$ cat src/rtl/ihg_pkg.sv
package ihg_pkg;

   // Role codes on the mode input
   typedef enum logic [1:0] {
      ROLE_SCAN  = 2'b00,
      ROLE_INQ   = 2'b01,
      ROLE_REPLY = 2'b10,
      ROLE_SPARE = 2'b11
   } ihg_role_e;

   // Control word produced by the role decoder
   typedef struct packed {
      logic sel_inq;
      logic advance;
      logic y1;
      logic y2;
   } ihg_ctl_t;

endpackage

$ cat src/rtl/ihg_mode_dec.sv
module ihg_mode_dec
   import ihg_pkg::*;
(
   input  logic [1:0] mode,
   input  logic       next_slot,
   input  logic       clk_b1,
   output ihg_ctl_t   ctl
);

   ihg_role_e role;

   always_comb begin
      role = ihg_role_e'(mode);
      ctl  = '0;
      case (role)
         ROLE_INQ: begin
            ctl.sel_inq = 1'b1;
            ctl.y1      = clk_b1;
            ctl.y2      = clk_b1;
         end
         ROLE_REPLY: begin
            ctl.advance = next_slot;
            ctl.y1      = 1'b1;
            ctl.y2      = 1'b1;
         end
         default: begin
            // scan and the spare code: plain sum, control bits low
            ctl = '0;
         end
      endcase
   end

endmodule

$ cat src/rtl/ihg_inq_path.sv
module ihg_inq_path #(
   parameter int X_W     = 5,
   parameter int TRAIN_A = 24,
   parameter int TRAIN_B = 8
) (
   input  logic [X_W-2:0] gather,
   input  logic [X_W-1:0] hi,
   input  logic           train_sel,
   output logic [X_W-1:0] x
);

   localparam int G_W = X_W - 1;

   logic [G_W-1:0] diff;
   logic [X_W-1:0] offset;
   logic [X_W-1:0] partial;

   always_comb begin
      // first step wraps at 2^(X_W-1)
      diff    = gather - hi[G_W-1:0];
      partial = {1'b0, diff} + hi;
      offset  = train_sel ? X_W'(TRAIN_A) : X_W'(TRAIN_B);
      x       = partial + offset;
   end

endmodule

$ cat src/rtl/ihg_reply_path.sv
module ihg_reply_path #(
   parameter int X_W  = 5,
   parameter int LO_W = 12
) (
   input  logic [LO_W-1:0] lo,
   input  logic [X_W-1:0]  hi,
   input  logic [X_W-1:0]  cnt,
   input  logic            advance,
   output logic [X_W-1:0]  x
);

   logic carry;

   always_comb begin
      // +1 on the whole clock only reaches the top field when the low part is all ones
      carry = advance & (&lo);
      x     = hi + cnt + X_W'(carry);
   end

endmodule

$ cat src/rtl/inq_hop_xgen.sv
module inq_hop_xgen
   import ihg_pkg::*;
#(
   parameter int CLK_W   = 17,
   parameter int X_W     = 5,
   parameter int CNT_W   = 5,
   parameter int TRAIN_A = 24,
   parameter int TRAIN_B = 8
) (
   input  logic             clk,
   input  logic             rst_n,
   input  logic             strobe,
   input  logic [1:0]       mode,
   input  logic             next_slot,
   input  logic [CLK_W-1:0] native_clk,
   input  logic [CNT_W-1:0] resp_cnt,
   output logic [X_W-1:0]   x_out,
   output logic             y1_out,
   output logic             y2_out,
   output logic             out_valid
);

   localparam int HI_LSB = CLK_W - X_W;
   localparam int G_W    = X_W - 1;

   // elaboration-time parameter checks
   if (X_W < 3) begin : g_bad_xw
      $error("X_W must be at least 3");
   end
   if (CNT_W != X_W) begin : g_bad_cnt
      $error("CNT_W must equal X_W");
   end
   if (HI_LSB < X_W) begin : g_bad_clk
      $error("CLK_W must leave at least X_W low bits");
   end
   if (TRAIN_A >= (1 << X_W) || TRAIN_B >= (1 << X_W)) begin : g_bad_train
      $error("train offsets must fit in X_W bits");
   end

   ihg_ctl_t       ctl;
   logic [G_W-1:0] gather;
   logic [X_W-1:0] hi_field;
   logic [X_W-1:0] x_inq;
   logic [X_W-1:0] x_reply;
   logic [X_W-1:0] x_next;

   assign hi_field = native_clk[HI_LSB +: X_W];
   assign gather   = {native_clk[X_W-1:2], native_clk[0]};

   ihg_mode_dec u_dec (
      .mode      (mode),
      .next_slot (next_slot),
      .clk_b1    (native_clk[1]),
      .ctl       (ctl)
   );

   ihg_inq_path #(
      .X_W     (X_W),
      .TRAIN_A (TRAIN_A),
      .TRAIN_B (TRAIN_B)
   ) u_inq (
      .gather    (gather),
      .hi        (hi_field),
      .train_sel (native_clk[X_W-1]),
      .x         (x_inq)
   );

   ihg_reply_path #(
      .X_W  (X_W),
      .LO_W (HI_LSB)
   ) u_reply (
      .lo      (native_clk[HI_LSB-1:0]),
      .hi      (hi_field),
      .cnt     (resp_cnt),
      .advance (ctl.advance),
      .x       (x_reply)
   );

   assign x_next = ctl.sel_inq ? x_inq : x_reply;

   always_ff @(posedge clk or negedge rst_n) begin
      if (!rst_n) begin
         x_out     <= '0;
         y1_out    <= 1'b0;
         y2_out    <= 1'b0;
         out_valid <= 1'b0;
      end else begin
         out_valid <= strobe;
         if (strobe) begin
            x_out  <= x_next;
            y1_out <= ctl.y1;
            y2_out <= ctl.y2;
         end
      end
   end

endmodule

$ cat config.mk
export PLATFORM = sky130hd
export DESIGN_NAME = inq_hop_xgen
export DESIGN_NICKNAME = d
export VERILOG_FILES = /design/src/rtl/ihg_pkg.sv /design/src/rtl/ihg_mode_dec.sv /design/src/rtl/ihg_inq_path.sv /design/src/rtl/ihg_reply_path.sv /design/src/rtl/inq_hop_xgen.sv
export SDC_FILE = /design/constraint.sdc
export NUM_CORES = 1
export LEC_CHECK = 0
export CORE_UTILIZATION = 23
export DETAILED_ROUTE_END_ITERATION = 10
export PLACE_DENSITY = 0.47
export SKIP_CTS_REPAIR_TIMING = 1
export SLEW_MARGIN = 20
export SYNTH_ARGS = -nofsm -noshare
export SYNTH_HDL_FRONTEND = slang
export SYNTH_SLANG_ARGS = --single-unit
$ cat constraint.sdc
create_clock -name clk -period 0.9 [get_ports clk]
set_input_delay 0.27 -clock clk [delete_from_list [all_inputs] [get_ports clk]]
set_output_delay 0.27 -clock clk [all_outputs]
set_load 0.02 [all_outputs]
==> results.md, run 1 <==
* Largest net degree at the start of global routing at 8
* Total negative slack at -7180 ps
* Global route overflow at 0
* RSZ-0062 raised after global routing: yes
* Clock transition at the registers of the reported paths at 50 ps
* Dominant synthesized flop cell: dfrtp_1
* Count of pins over their slew limit at 0
* CTS tree: built
* Flop pwr share at 0.214
* Mapped Nets at 138
* Met3 WL at 54 um
* Worst r2r path cells at 3
* Setup ws final at -1440 ps
* Net Sw Power at 0.647 mW
* Worst-skew pair later-pin latency at 250 ps
* Worst Setup Path Type: input pin to flip-flop
* Power, Total at 1.87 mW
* Routed vias/inst at 4.18
* Yosys reg bits at 7
* Util after Layout at 0.528
* # clock sinks at 7
* CP max FO at 2
* Clock share of power at 0.153
* Post-synth EDFFs at 0
* R2R Path End: y1_out$_DFFE_PN0P_
* Status: finished with violations
* Initial antenna violation count at 0
* CTS HTree Levels at 1
* Uppermost layer routed: met3
* Worst R2R Start: y1_out$_DFFE_PN0P_
* Die X at 61.4 um
* Post-synth top area share at 0.216
* Die height at 61.4 um
* RD Place Congestion at 0.759
* Worst setup endpoint: x_out[4]$_DFFE_PN0P_
* M1 WL at 971 um
* GRT Total Usage at 0.121
* Antenna Nets Post-Route at 0
* Synthesized area at 812 um2
* Cells along the critical path: buf_12, inv_12, ha_4, nand4_1, nor4_4, fa_2, inv_2, fa_2, nand2b_4, a21oi_2, mux2i_1, nand3_1, a31o_1
* Hpwl dp at 1880 um
* Top post-synthesis cells by area: dfrtp_1, ha_1, fa_1
* Data required, critical path at 1040 ps
* Failing checks: negative setup slack
* CP Buf/Inv Count at 3
* Routed WL at 2270 um
* Top achievable clock speed at 428 MHz
* WL/cell at 11.0 um
* Area growth syn-to-layout at 118%
* Final setup vio count at 14
* Total iterations of the first detailed-routing run at 4
* CTS Buffer Depth at 2
* Slowest library cell on the worst path: fa_2
* FP Rows at 21
* Distinct cells, synth at 25
* Leak at 0.878 nW
* Async set or reset register ratio after synthesis at 1.00
* Layout cells sized above 1 at 0.519
* Sequential share of the synthesized area at 0.216
* Initial drt markers at 10
* Buffers on Ports at 35
* Max_cap viols at 0
* Total CTS buffers at 3
* Fin crit period at 2340 ps
* Mapped Cells at 92
* Setup slack, reg-to-reg at -130 ps
* Nets at 207
* Logic pwr share at 0.633
* Pint at 1.22 mW
* Vias at 861
* Peak supply drop at 0.000689 V
* Hold Path Class: input pin to async pin
* Hold Vio Cnt, Final at 0
* Synth Area per Inst at 8.83 um2
* Cell family with most CP delay: adder cells
* Switching Share at 0.346
* Worst Setup SP: mode[0]
* Routed wl met2 at 1240 um
* Max-slew headroom at 0.768
* ANT cells at 0
* Clk root buf: clkbuf_4
* Levels on crit path at 13
* Worst EP arrival at 2480 ps
* DR DRC count at 0
* Die area at 3770 um2
* Max incr delay on CP at 380 ps
* Core ar. at 3360 um2
* Fill count at 353
* Power per Cell Area at 1050 nW/um2
* Clk_skew at 0 ps
* Worst-margin pin slew at 347 ps
* CP Launch Type: input pin
* Worst Setup End Kind: flip-flop
* Number of global-route vias before repair at 767
* First-pass GRT wire length at 3340 um
* Fin crit share at 2.59
* Top cell by count, worst path: fa_2
* Synth warn at 0
* Initial Utilization at 0.241
* Num ports at 36
* Area leader, netlist: dfrtp_1
[cell usage after synthesis (2+ instances only)]
master    count
xnor2_1       3
nand3_1       2
nor2_1        9
mux2i_1       2
nand2_1       2
nand4_1       3
fa_1          4
xor2_1        4
a21oi_1       8
dfrtp_1       7
o21ai_0       2
nor2b_1       2
inv_1        14
mux2_2        2
ha_1         14
a31oi_1       2
nand2b_1      2
a21o_1        3
[logic make-up (layout without fill, tap and decap cells)]
| logic type | Yosys count | after routing | synth area share |
|---|---|---|---|
| simple gates | 22 | 22 | 0.133 |
| fa+ha+maj | 18 | 18 | 0.314 |
| flops | 7 | 7 | 0.216 |
| mux | 4 | 4 | 0.0524 |
| compound gates | 17 | 17 | 0.125 |
| xor+xnor | 7 | 7 | 0.0755 |
| buf+inv | 17 | 85 | 0.0847 |
[sequential cells by signal (all words and copies together) (netlist names)]
register	cells
out_valid	1
x_out	5
y1_out	1
[power groups by stage]
stage / Combinational [mW] / Clock (mW) / Sequential [mW]
final: 1.18 / 0.287 / 0.400
after global routing: 1.29 / 0.321 / 0.407
after CTS: 1.03 / 0.302 / 0.390
after detailed placement: 1.02 / 0 / 0.395
after global placement: 1.01 / 0 / 0.392
after floorplan: 0.471 / 0 / 0.454
[how the worst min path moves through the flow]
stage / from / endpoint / slack (ps) / cells after the start
4_1_cts: rst_n / x_out[3]$_DFFE_PN0P_ / 290 / 1
3_5_place_dp: x_out[3]$_DFFE_PN0P_ / x_out[3]$_DFFE_PN0P_ / 500 / 2
5_1_grt: rst_n / x_out[4]$_DFFE_PN0P_ / 300 / 1
2_1_floorplan: rst_n / out_valid$_DFF_PN0_ / -30 / 0
6_report: rst_n / x_out[4]$_DFFE_PN0P_ / 290 / 1
3_3_place_gp: x_out[3]$_DFFE_PN0P_ / x_out[3]$_DFFE_PN0P_ / 480 / 2
[routing by layer]
| metal | vias to the layer above | track usage |
|---|---|---|
| met5 | - | 0 |
| met4 | 0 | 0.0190 |
| met3 | 0 | 0.0252 |
| met2 | 17 | 0.214 |
| met1 | 399 | 0.153 |
| li1 | 445 | - |
[layout by cell type (no fill, tap or decap), types with 3 or more instances in the layout]
| master | n |
|---|---|
| nand4_1 | 3 |
| ha_1 | 6 |
| xnor2_1 | 3 |
| dfrtp_1 | 7 |
| clkbuf_4 | 3 |
| inv_2 | 5 |
| nor2_1 | 8 |
| buf_6 | 15 |
| clkdlybuf4s50_1 | 9 |
| inv_12 | 3 |
| buf_4 | 28 |
| ha_4 | 8 |
| xor2_1 | 4 |
| dlymetal6s2s_1 | 12 |
| fa_2 | 4 |
| a21oi_1 | 4 |
| a21o_1 | 3 |
| inv_1 | 4 |
[stage by stage]
step,cells,worst slack (ps),hold slack [ps],area (um2)
after floorplan,92,-1490,-25.6,980
after global placement,195,-2240,484,1550
after detailed placement,195,-2250,498,1550
after CTS,199,-2020,290,1580
after global routing,206,-1560,297,1770
final,206,-1440,291,1770
[area by class of cell]
| class | instances | area [um2] | area share |
|---|---|---|---|
| repair buffers | 67 | 664 | 0.374 |
| inverters | 14 | 96.3 | 0.0543 |
| clock buffers | 4 | 26.3 | 0.0148 |
| multi-input cells | 68 | 754 | 0.425 |
| flip-flops and latches | 7 | 175 | 0.0987 |
| well taps | 46 | 57.6 | 0.0324 |
No activity file was read; power rests on OpenSTA's default activity.
==> run 2, diff against run 1 <==
- CORE_ASPECT_RATIO: unset -> 0.7
==> results.md, run 2 (synthesized netlist as in run 1, its figures left out) <==
* Final cell count without fillers at 210
* Total iterations of the first detailed-routing run at 3
* Worst Setup End Kind: flip-flop
* CP max FO at 3
* Top flop regs: x_out (5), out_valid (1), y1_out (1)
* Num ports at 36
* Largest net degree at the start of global routing at 10
* Area growth syn-to-layout at 123%
* Die height at 51.7 um
* Worst EP arrival at 2500 ps
* WL/cell at 10.6 um
* Final setup vio count at 14
* Status: finished with violations
* CP Launch Type: input pin
* Most common cell after layout, fill and taps aside: buf_4
* Cell family with most CP delay: compound AO/OA/AOI/OAI gates
* RD Place Congestion at 0.810
* Clock transition at the registers of the reported paths at 40 ps
* Area of the multi-input gates at 769 um2
* Clk_skew at 0 ps
* Die X at 73.0 um
* Biggest register: x_out
* Hold Path Class: input pin to async pin
* Placed insts at 196
* Worst-margin pin slew at 331 ps
* Routed vias/inst at 4.14
* GRT Total Usage at 0.133
* Cells along the critical path: buf_8, clkinvlp_4, ha_4, a21o_1, a21oi_4, xnor2_1, ha_1, inv_2, ha_4, a21oi_4, a211oi_2, a31oi_2, a21o_1, a31o_1
* Die area at 3780 um2
* Most frequent cells in the layout: buf_4, buf_6, dlymetal6s2s_1
* Hold Vio Cnt, Final at 0
* Antenna Nets Post-Route at 0
* Peak supply drop at 0.000706 V
* Buffers on Ports at 35
* Vias at 870
* Reg area at 175 um2
* Finished Cell Area at 1810 um2
* Initial antenna violation count at 0
* Slowest library cell on the worst path: ha_1
* CTS tree: built
* Setup ws final at -1490 ps
* CTS Buffer Depth at 2
* Leak at 0.889 nW
* Count of pins over their slew limit at 0
* Failing checks: negative setup slack
* Total CTS buffers at 3
* Layout cells sized above 1 at 0.534
* DR DRC count at 0
* DP Area at 1550 um2
* First-pass GRT wire length at 3710 um
* ANT cells at 0
* CTS HTree Levels at 1
* Initial drt markers at 26
* Largest register FFs at 5
* Nets at 210
* # clock sinks at 7
* Fill count at 294
* CP Buf/Inv Count at 3
* Routed WL at 2220 um
* Top achievable clock speed at 419 MHz
* Power per Cell Area at 1140 nW/um2
* Clk root buf: clkbuf_8
* FP Rows at 17
* Global route overflow at 0
* Hold Slack at 312 ps
* Worst Setup Path Type: input pin to flip-flop
* Total negative slack at -6800 ps
* Number of global-route vias before repair at 839
* Hpwl dp at 1840 um
* Core ar. at 3250 um2
* Max_cap viols at 0
* Power, Total at 2.07 mW
* Worst-skew pair later-pin latency at 220 ps
* Fin crit period at 2390 ps
* Max-slew headroom at 0.779
* Max incr delay on CP at 290 ps
* RSZ-0062 raised after global routing: yes
* Fin crit share at 2.65
* Initial Utilization at 0.250
* Data required, critical path at 1010 ps
run 2: final timing paths:
kind                                           start                   end  slack [ps]  cells after the start
worst max register to register    y1_out$_DFFE_PN0P_    y1_out$_DFFE_PN0P_        -120                      3
max in group asynchronous                      rst_n  x_out[1]$_DFFE_PN0P_         340                      1
worst min-delay path                           rst_n  x_out[2]$_DFFE_PN0P_         310                      1
min in group clk                             mode[1]    y1_out$_DFFE_PN0P_         560                      4
worst min register to register  x_out[3]$_DFFE_PN0P_  x_out[3]$_DFFE_PN0P_         620                      3
worst max-delay path                  native_clk[13]  x_out[4]$_DFFE_PN0P_       -1490                     14
run 2: final cells by class:
class                   instances  area share
well taps                      47      0.0325
clock buffers                   4      0.0249
repair buffers                 70       0.369
inverters                      14      0.0518
multi-input cells              68       0.425
flip-flops and latches          7      0.0968
run 2: layer usage:
metal  up-vias  wire [um]  global-route usage
met5         -          0                   0
met1       393       1160               0.186
met2        25        931               0.196
li1        452          -                   -
met3         0        126              0.0484
met4         0          0              0.0196
run 2: through the flow:
step / util / setup WS, ps
floorplan: - / -1490
global placement: 0.478 / -2210
detailed placement: 0.478 / -2300
CTS: 0.491 / -2080
global route: 0.556 / -1610
finish: 0.556 / -1490
run 2: worst reg2reg max path, delay by kind of cell (launching register included):
family / cells / cell delay [ps]
buffers and inverters: 2 / 250
multiplexers: 1 / 250
flip-flops: 1 / 400
run 2: report_power, final:
| part | switching, mW | internal [mW] | total [mW] |
|---|---|---|---|
| sequential | 0.0349 | 0.365 | 0.400 |
| combinational | 0.510 | 0.717 | 1.23 |
| clock | 0.132 | 0.306 | 0.438 |
| total | 0.677 | 1.39 | 2.07 |
